**config.mk**
```make
export PLATFORM = sky130hd
export DESIGN_NAME = synapse_update_arbiter
export DESIGN_NICKNAME = d
export VERILOG_FILES = /design/src/rtl/sua_pkg.sv /design/src/rtl/sua_wrap_ctr.sv /design/src/rtl/sua_pulse_quant.sv /design/src/rtl/synapse_update_arbiter.sv
export SDC_FILE = /design/constraint.sdc
export NUM_CORES = 1
export LEC_CHECK = 0
export BUFFER_PORTS_ARGS = -buffer_cell sky130_fd_sc_hd__clkbuf_2
export CAP_MARGIN = 10
export CORE_ASPECT_RATIO = 1.75
export CORE_UTILIZATION = 24
export DETAILED_ROUTE_END_ITERATION = 16
export GPL_TIMING_DRIVEN = 1
export MAX_ROUTING_LAYER = met4
export SLEW_MARGIN = 20
export SYNTH_ARGS = -nofsm -noshare
export SYNTH_HDL_FRONTEND = slang
export SYNTH_SLANG_ARGS = --single-unit
```
**constraint.sdc**
```tcl
create_clock -name clk -period 33.3 [get_ports clk]
set_input_delay 4.995 -clock clk [delete_from_list [all_inputs] [get_ports clk]]
set_output_delay 4.995 -clock clk [all_outputs]
set_load 0.01 [all_outputs]
```
**src/rtl/sua_pkg.sv**
```systemverilog
package sua_pkg;

    typedef enum logic {
        PULSE_GROW  = 1'b0,
        PULSE_RESET = 1'b1
    } pulse_e;

endpackage

```
**src/rtl/sua_wrap_ctr.sv**
```systemverilog
module sua_wrap_ctr #(
    parameter int W = 4
) (
    input  logic         clk,
    input  logic         rst,
    input  logic         adv,
    input  logic [W-1:0] len,
    input  logic [W-1:0] step,
    output logic [W-1:0] val
);

    logic [W-1:0] cnt_d, cnt_q;
    logic [W:0]   pos;

    always_comb begin
        cnt_d = cnt_q;
        pos   = {1'b0, cnt_q} - (W+1)'(1) + {1'b0, step};
        if (pos >= {1'b0, len}) begin
            pos = pos - {1'b0, len};
        end
        if (adv) begin
            cnt_d = pos[W-1:0] + W'(1);
        end
    end

    always_ff @(posedge clk) begin
        if (rst) begin
            cnt_q <= W'(1);
        end else begin
            cnt_q <= cnt_d;
        end
    end

    assign val = cnt_q;


    hold_when_idle_chk: assert property (@(posedge clk) disable iff (rst)
        !adv |=> $stable(val));


    wrap_range_chk: assert property (@(posedge clk) disable iff (rst)
        adv |=> (val != '0) && (val <= $past(len)));

endmodule

```
**src/rtl/sua_pulse_quant.sv**
```systemverilog
module sua_pulse_quant #(
    parameter int DW_W = 12
) (
    input  logic signed [DW_W-1:0] dw,
    input  logic        [DW_W-1:0] eps,
    output logic        [DW_W-1:0] steps,
    output logic                   big_drop
);

    logic [DW_W-1:0] mag;
    logic [DW_W+1:0] num_d, den_d, quo_d;

    always_comb begin
        mag      = dw[DW_W-1] ? DW_W'(-dw) : DW_W'(dw);
        num_d    = (DW_W+2)'({mag, 1'b0}) + (DW_W+2)'(eps);
        den_d    = (DW_W+2)'({eps, 1'b0});
        quo_d    = (den_d == '0) ? '0 : num_d / den_d;
        steps    = quo_d[DW_W-1:0];
        big_drop = dw[DW_W-1] && ({mag, 1'b0} > {1'b0, eps});
    end

endmodule

```
**src/rtl/synapse_update_arbiter.sv**
```systemverilog
module synapse_update_arbiter
    import sua_pkg::*;
#(
    parameter int NDEV_MAX = 8,
    parameter int GLEN_MAX = 8,
    parameter int DW_W     = 12,
    parameter int FRAC     = 8,
    parameter int SUM_W    = FRAC + 2,
    parameter int NW       = $clog2(NDEV_MAX + 1),
    parameter int IW       = $clog2(NDEV_MAX),
    parameter int GW       = $clog2(GLEN_MAX + 1)
) (
    input  logic                   clk,
    input  logic                   rst,
    input  logic [NW-1:0]          cfg_ndev,
    input  logic                   cfg_diff,
    input  logic [NW-1:0]          cfg_step,
    input  logic [GW-1:0]          cfg_plen,
    input  logic [GW-1:0]          cfg_dlen,
    input  logic                   up_valid,
    output logic                   up_ready,
    input  logic signed [DW_W-1:0] up_dw,
    input  logic [DW_W-1:0]        up_eps,
    input  logic [SUM_W-1:0]       g_pos_sum,
    input  logic [SUM_W-1:0]       g_neg_sum,
    output logic                   cmd_valid,
    output logic [IW-1:0]          cmd_dev,
    output logic                   cmd_depress,
    output logic [DW_W-1:0]        cmd_pulses,
    output logic                   refresh_req
);

    localparam int REF_LIM = (9 * (1 << FRAC)) / 10;
    localparam int NGATE   = 2;

    typedef struct packed {
        logic            valid;
        logic [IW-1:0]   dev;
        pulse_e          kind;
        logic [DW_W-1:0] pulses;
        logic            refresh;
    } out_t;

    out_t            st_d, st_q;
    logic            accept;
    logic [NW-1:0]   sel_len, sel_val;
    logic [GW-1:0]   gate_len [NGATE];
    logic [GW-1:0]   gate_val [NGATE];
    logic [DW_W-1:0] q_steps;
    logic            q_drop;
    logic            bypass, grow_ok, drop_ok, is_neg;
    logic [IW-1:0]   dev_base, half;

    // Requests are taken every cycle; the command register never stalls.
    assign up_ready = 1'b1;
    assign accept   = up_valid & up_ready;
    assign sel_len  = cfg_diff ? (cfg_ndev >> 1) : cfg_ndev;

    sua_wrap_ctr #(.W(NW)) u_sel (
        .clk  (clk),
        .rst  (rst),
        .adv  (accept),
        .len  (sel_len),
        .step (cfg_step),
        .val  (sel_val)
    );

    assign gate_len[0] = cfg_plen;
    assign gate_len[1] = cfg_dlen;

    for (genvar g = 0; g < NGATE; g++) begin : g_gate
        sua_wrap_ctr #(.W(GW)) u_gate (
            .clk  (clk),
            .rst  (rst),
            .adv  (accept),
            .len  (gate_len[g]),
            .step (GW'(1)),
            .val  (gate_val[g])
        );
    end

    sua_pulse_quant #(.DW_W(DW_W)) u_quant (
        .dw       (up_dw),
        .eps      (up_eps),
        .steps    (q_steps),
        .big_drop (q_drop)
    );

    always_comb begin
        bypass   = (cfg_ndev == NW'(1));
        grow_ok  = bypass || (gate_val[0] == GW'(1));
        drop_ok  = bypass || (gate_val[1] == GW'(1));
        is_neg   = up_dw[DW_W-1];
        dev_base = IW'(sel_val - NW'(1));
        half     = IW'(cfg_ndev >> 1);

        st_d = '0;
        if (accept) begin
            if (!is_neg && (q_steps != '0) && grow_ok) begin
                st_d.valid  = 1'b1;
                st_d.dev    = dev_base;
                st_d.kind   = PULSE_GROW;
                st_d.pulses = q_steps;
            end else if (!cfg_diff && q_drop && drop_ok) begin
                st_d.valid  = 1'b1;
                st_d.dev    = dev_base;
                st_d.kind   = PULSE_RESET;
                st_d.pulses = DW_W'(1);
            end else if (cfg_diff && is_neg && (q_steps != '0) && drop_ok) begin
                st_d.valid  = 1'b1;
                st_d.dev    = dev_base + half;
                st_d.kind   = PULSE_GROW;
                st_d.pulses = q_steps;
            end
            st_d.refresh = cfg_diff && ((g_pos_sum > SUM_W'(REF_LIM)) ||
                                        (g_neg_sum > SUM_W'(REF_LIM)));
        end
    end

    always_ff @(posedge clk) begin
        if (rst) begin
            st_q <= '0;
        end else begin
            st_q <= st_d;
        end
    end

    assign cmd_valid   = st_q.valid;
    assign cmd_dev     = st_q.dev;
    assign cmd_depress = (st_q.kind == PULSE_RESET);
    assign cmd_pulses  = st_q.pulses;
    assign refresh_req = st_q.refresh;


    cmd_follows_accept_chk: assert property (@(posedge clk) disable iff (rst)
        cmd_valid |-> $past(accept));


    single_reset_pulse_chk: assert property (@(posedge clk) disable iff (rst)
        (cmd_valid && cmd_depress) |-> (cmd_pulses == DW_W'(1)));


    paired_grow_only_chk: assert property (@(posedge clk) disable iff (rst)
        (cmd_valid && $past(cfg_diff)) |-> !cmd_depress);


    refresh_paired_only_chk: assert property (@(posedge clk) disable iff (rst)
        refresh_req |-> ($past(cfg_diff) && $past(accept)));


    dev_in_range_chk: assert property (@(posedge clk) disable iff (rst)
        cmd_valid |-> (NW'(cmd_dev) < $past(cfg_ndev)));

endmodule

```
; ---- Word level (Yosys, flattened, before mapping)
; Index checks and enable logic that the tools add are counted.
[totals]
ff_bits = 30
latchBits = 0
ramBits = 0
romBits = 0
output_inout_bits = 19
word_cells = 62
memories = 0
[classes]
n_addsub = 16
multipliers = 0
div = 1
magnitude_cmp = 6
n_eq_ne = 3
shift = 0
n_mux = 9
bitwise = 1
reduce_logical = 18
[op_table]
columns = operator, count
row1 = $mux W17, 3
row2 = $mux W12, 2
row3 = $gt A10 B8 Y1 const B, 2
row4 = $mux W4, 4
row5 = $ge A5 B4 Y1, 3
row6 = $sub A4 B1 Y5 const B, 3
row7 = $add A13 B12 Y14, 1
row8 = $div A14 B13 Y14, 1
row9 = $gt A13 B12 Y1, 1
row10 = $add A4 B1 Y4 const B, 3
row11 = $eq A4 B1 Y1 const B, 3
row12 = $logic_not A12 Y1, 1
row13 = $neg A12 Y12, 1
row14 = $reduce_bool A12 Y1, 1
row15 = $sub A4 B4 Y4, 3
row16 = $add A5 B1 Y5 const B, 2
row17 = $logic_and A1 B1 Y1, 9
row18 = $add A5 B4 Y5, 1
row19 = $add A3 B3 Y3, 1
row20 = $logic_or A1 B1 Y1, 3
row21 = $reduce_or A3 Y1, 1
row22 = $sub A3 B1 Y3 const B, 1
row23 = $logic_not A1 Y1, 2
row24 = $reduce_or A2 Y1, 1
row25 = $not A1 Y1, 1

; ---- Depth between registers and ports, before layout
[logic_depth]
depth_word = 11
ltp_mapped = 112
ltp_nobuf = 103

; ---- Cells and area by module
; A second synthesis with hierarchy kept.
[hier_totals]
hier_cells = 1124
hier_area_um2 = 8510.7
[modules_own_cells]
columns = mod, n_inst, cells_each, area_each_um2
row1 = sua_pulse_quant, 1, 800, 5688.0
row2 = sua_wrap_ctr at g_gate[0].u_gate ..., 2, 78, 660.6
row3 = synapse_update_arbiter, 1, 89, 840.8
row4 = sua_wrap_ctr at u_sel, 1, 79, 660.6

; ---- Least setup slack after synthesis
; Ideal clock, no wire load.
[synth_path]
kind = input -> register
start = input up_dw[5]
end = register st_q (netlist bit cmd_dev[2])
setup_ns = 0.128
arrival_ns = 26.128
required_time_ns = 33.172
slack_ns = 7.044
stages = 101
path_buffers = 8
cell_sequence = nor4_2 > nand2_1 > o31ai_1 > xnor2_1 > ha_1 > nor3_1 > nand2_1 > o21ai_0 > o21ai_0 > inv_1 > ha_1 > a31oi_1 > a31oi_1 > ha_1 > o21ai_0 > a21oi_1 > and2_0 > nor4bb_1 > [65 not listed] > ha_1 > a21o_1 > a21oi_1 > a21boi_1 > o311ai_1 > and2_1 > clkbuf_1 > clkbuf_1 > mux2i_1 > ha_1 > a211oi_1 > o211ai_1 > a211o_1 > and3b_1 > a22o_1 > nand2_1 > a211oi_2 > o22ai_1
[synth_via]
elab_chain_len = 11
[synth_lines]
columns = item, line
row1 = "start, declared", synapse_update_arbiter.sv:22  ; input logic signed [DW_W-1:0] up_dw,
row2 = $neg A12 Y12, sua_pulse_quant.sv:14  ; mag = dw[DW_W-1] ? DW_W'(-dw) : DW_W'(dw);
row3 = $mux W12 (*), sua_pulse_quant.sv:14
row4 = $add A13 B12 Y14, sua_pulse_quant.sv:15  ; num_d = (DW_W+2)'({mag, 1'b0}) + (DW_W+2)'(eps);
row5 = $div A14 B13 Y14, sua_pulse_quant.sv:17  ; quo_d = (den_d == '0) ? '0 : num_d / den_d;
row6 = $mux W12, sua_pulse_quant.sv:17
row7 = $reduce_bool A12 Y1, "synapse_update_arbiter.sv:99, synapse_update_arbiter.sv:109"
row8 = $logic_and A1 B1 Y1 (2 in a row), synapse_update_arbiter.sv:109  ; end else if (cfg_diff && is_neg && (q_steps != '0) && drop_ok) begin
row9 = $mux W17, synapse_update_arbiter.sv:109
row10 = $mux W17, synapse_update_arbiter.sv:104  ; end else if (!cfg_diff && q_drop && drop_ok) begin
row11 = $mux W17 (*), synapse_update_arbiter.sv:99  ; if (!is_neg && (q_steps != '0) && grow_ok) begin
row12 = "end signal, assigned", synapse_update_arbiter.sv:124  ; st_q <= st_d;
row13 = "end, declared", synapse_update_arbiter.sv:44  ; out_t st_d, st_q;
; Every way passes the cells marked *; elsewhere a longest branch is shown, timed or not.
; A chain may end at the register's enable or synchronous reset.

; ---- Worst setup path in the final report
[layout_path]
start = input up_dw[5]
end = register st_q (netlist bit cmd_pulses[0])
; The elaborated chain is that of the path after synthesis.

==> flow_summary.json <==
{
  "status": "complete, but fails checks",
  "violations": "design-rule violations",
  "port_buffers": 81,
  "cap_viol_max_count": 0,
  "cts_tree": "built",
  "final_util_pct": 27.69,
  "finalHoldViolCount": 0,
  "p_switching_mw": 0.2715,
  "start_util_pct": 24.49,
  "ys_types": 82,
  "yosys.area.top_type": "ha_1",
  "cts-root-buf": "clkbuf_16",
  "slowest_delay_ns": 0.73,
  "path_class": "in -> reg",
  "hp-class": "reg -> reg",
  "setup_viol": 0,
  "grt_max_degree": 22,
  "grt_pass1_wl_um": 42740,
  "p_leak_nw": 4.220,
  "netlist.area_leader.share_pct": 22.59,
  "cts_setup_buffers": 0,
  "power.share.sequential_pct": 8.6,
  "swShare_pct": 51.53,
  "ys_async_sr_fraction_pct": 0,
  "synth_area_per_cell_um2": 7.366,
  "numCtsBuffers": 5,
  "ys_seq_area_share_pct": 7.584,
  "hpwl_um": 22930,
  "cp_common_cell": "ha_1",
  "synth_seq_cells": 30,
  "worst_pin_slew_ns": 0.8981,
  "antenna_cells": 0,
  "grt_setup_unrepaired": "no",
  "ys.flop_type": "dfxtp_1",
  "place.gp.congestion": 0.9795,
  "cts-htree-levels": 2,
  "clockBufferDepth": 2,
  "final.fill_count": 3505,
  "start_kind": "input pin",
  "core-area_um2": 32330,
  "critPathCaptureType": "register",
  "vdd_drop_max_v": 0.00001996,
  "antenna_found_initial": 0,
  "die_w_um": 139.3,
  "fin_nets": 1364,
  "syn_area_um2": 7919,
  "synth_nets": 1288,
  "die-area_um2": 33750,
  "powerDensity_nw_per_um2": 58.84,
  "cp_slowest_cell": "o21bai_1",
  "max_slew_margin_pct": 40.00,
  "fmaxAchievable_ghz": 0.03214,
  "grt.overflow.total": 0,
  "worst-endpoint-arrival_ns": 31.24,
  "skew_ns": 0.005333,
  "ioPinCount": 83,
  "finalCritPeriodShare_pct": 93.42,
  "crit_path_max_fanout": 19,
  "clockPowerShare_pct": 8.9,
  "area_growth_syn_to_layout_pct": 13.07,
  "routedWlPerCell_um": 17.47,
  "period_needed_ns": 31.11,
  "power_mw": 0.5268,
  "syn_inst": 1075,
  "cts.sinks": 30,
  "fin_tns_setup_ns": 0,
  "route.detailed.drc": 1,
  "vias_per_cell": 5.426,
  "required_ns": 33.43,
  "synth.most_common_cell": "ha_1",
  "layout-drive-gt1-share_pct": 12.15,
  "antenna_left": 0,
  "dp_cells": 1544,
  "final_max_slew_viol_count": 0,
  "drt_first_pass_iters": 11,
  "synthTopCellsByArea": "ha_1, dfxtp_1, a21oi_1, nor2_1, nand2_1",
  "power_frac_comb_pct": 82.5,
  "ys_warn_count": 0,
  "synth_edf_count": 0,
  "hold_ws_ns": 0.5010,
  "die_y_um": 242.3,
  "clock_latency_ns": 0.28,
  "drt_iter0_markers": 373,
  "clk_pin_slew_worst_paths_ns": 0.05,
  "grt_pass1_vias": 8464,
  "via_count": 8421,
  "synthTopCellsByCount": "ha_1, nor2_1, nand2_1, inv_1, a21oi_1",
  "routed_wl_um": 27110,
  "fp-row-count": 87,
  "track_usage_pct": 16.49,
  "fin_cells": 1552,
  "p_int_mw": 0.2553
}
==> flip-flops by register name, indices dropped and copies added (netlist names) <==
signal             cells
u_sel.val              4
cmd_dev                3
cmd_depress            1
cmd_pulses            12
refresh_req            1
cmd_valid              1
g_gate.u_gate.val      8
==> repair_timing <==
action / 4_1_cts / 5_1_grt
endpoints found under the setup margin: 0 / 11
resized for setup: 0 / 2
hold buffers: 0 / 0
endpoints found under the hold margin: 0 / 0
==> worst paths after layout <==
| check | start | end | slack (ns) | depth (start not counted) |
|---|---|---|---|---|
| max | up_dw[5] | cmd_pulses[0] | 2.19 | 99 |
| min | u_sel.val[1] | u_sel.val[1] | 0.50 | 2 |
| max reg2reg | u_sel.val[1] | u_sel.val[2] | 29.66 | 13 |
| min reg2reg | u_sel.val[1] | u_sel.val[1] | 0.50 | 2 |
==> critical path, delay by kind of cell <==
kind                       cells  cell delay (ns)
adders and majority gates     14             4.24
AOI/OAI and AO/OA             49            13.43
and+or+nand+nor               25             6.11
xor gates and xnor gates       1             0.26
muxes                          4             1.39
buffers and inverters          6             0.76
==> power groups by stage <==
stage / combinational (mW) / sequential (mW) / clock [mW]
finish: 0.435 / 0.0453 / 0.0468
global route: 0.486 / 0.0458 / 0.0492
CTS: 0.433 / 0.0453 / 0.0483
detailed placement: 0.430 / 0.0460 / 0
global placement: 0.425 / 0.0459 / 0
floorplan: 0.333 / 0.0453 / 0
==> cells in the final DEF (no fill, tap or decap), drive strengths merged, types with 27 or more instances in the layout <==
| cell | instances |
|---|---|
| xor2 | 34 |
| ha | 143 |
| nor2 | 91 |
| nor3 | 36 |
| o21a | 27 |
| clkbuf | 87 |
| a21o | 27 |
| nand3 | 35 |
| nand2 | 88 |
| o21ai | 58 |
| a21oi | 75 |
| inv | 84 |
| xnor2 | 33 |
| dfxtp | 30 |
==> per-layer routing <==
metal  global-route usage [%]  part of all wire [%]
met5                        -                     0
met4                    13.27                   8.7
met3                    1.838                   4.1
met2                    31.45                    53
met1                    14.42                    35
==> stage by stage <==
stage	setup WS [ns]	instance area, µm²
2_1_floorplan	7.044	7919
4_1_cts	1.961	8946
6_report	2.190	8954
3_3_place_gp	2.215	8795
5_1_grt	0.2295	8954
3_5_place_dp	1.756	8795
==> logic make-up after synthesis <==
kind of cell / count (synthesis) / synth area share (%)
buf+inv: 104 / 5.119
simple gates: 361 / 22.77
fa+ha+maj: 149 / 24.11
other cells: 1 / 0.04736
mux: 39 / 5.230
xor+xnor: 67 / 7.410
compound gates: 324 / 27.73
flops: 30 / 7.584
==> cell type report <==
| cell class | count | area [µm²] | area share, % |
|---|---|---|---|
| Multi-Input combinational cell | 941 | 6920 | 77.29 |
| Sequential cell | 30 | 600.6 | 6.708 |
| Timing Repair Buffer | 89 | 465.4 | 5.198 |
| Tap cell | 400 | 500.5 | 5.590 |
| Clock buffer | 6 | 138.9 | 1.551 |
| Inverter | 84 | 315.3 | 3.522 |
| Clock inverter | 2 | 12.51 | 0.1397 |
Power figures use the tool's default switching activity.
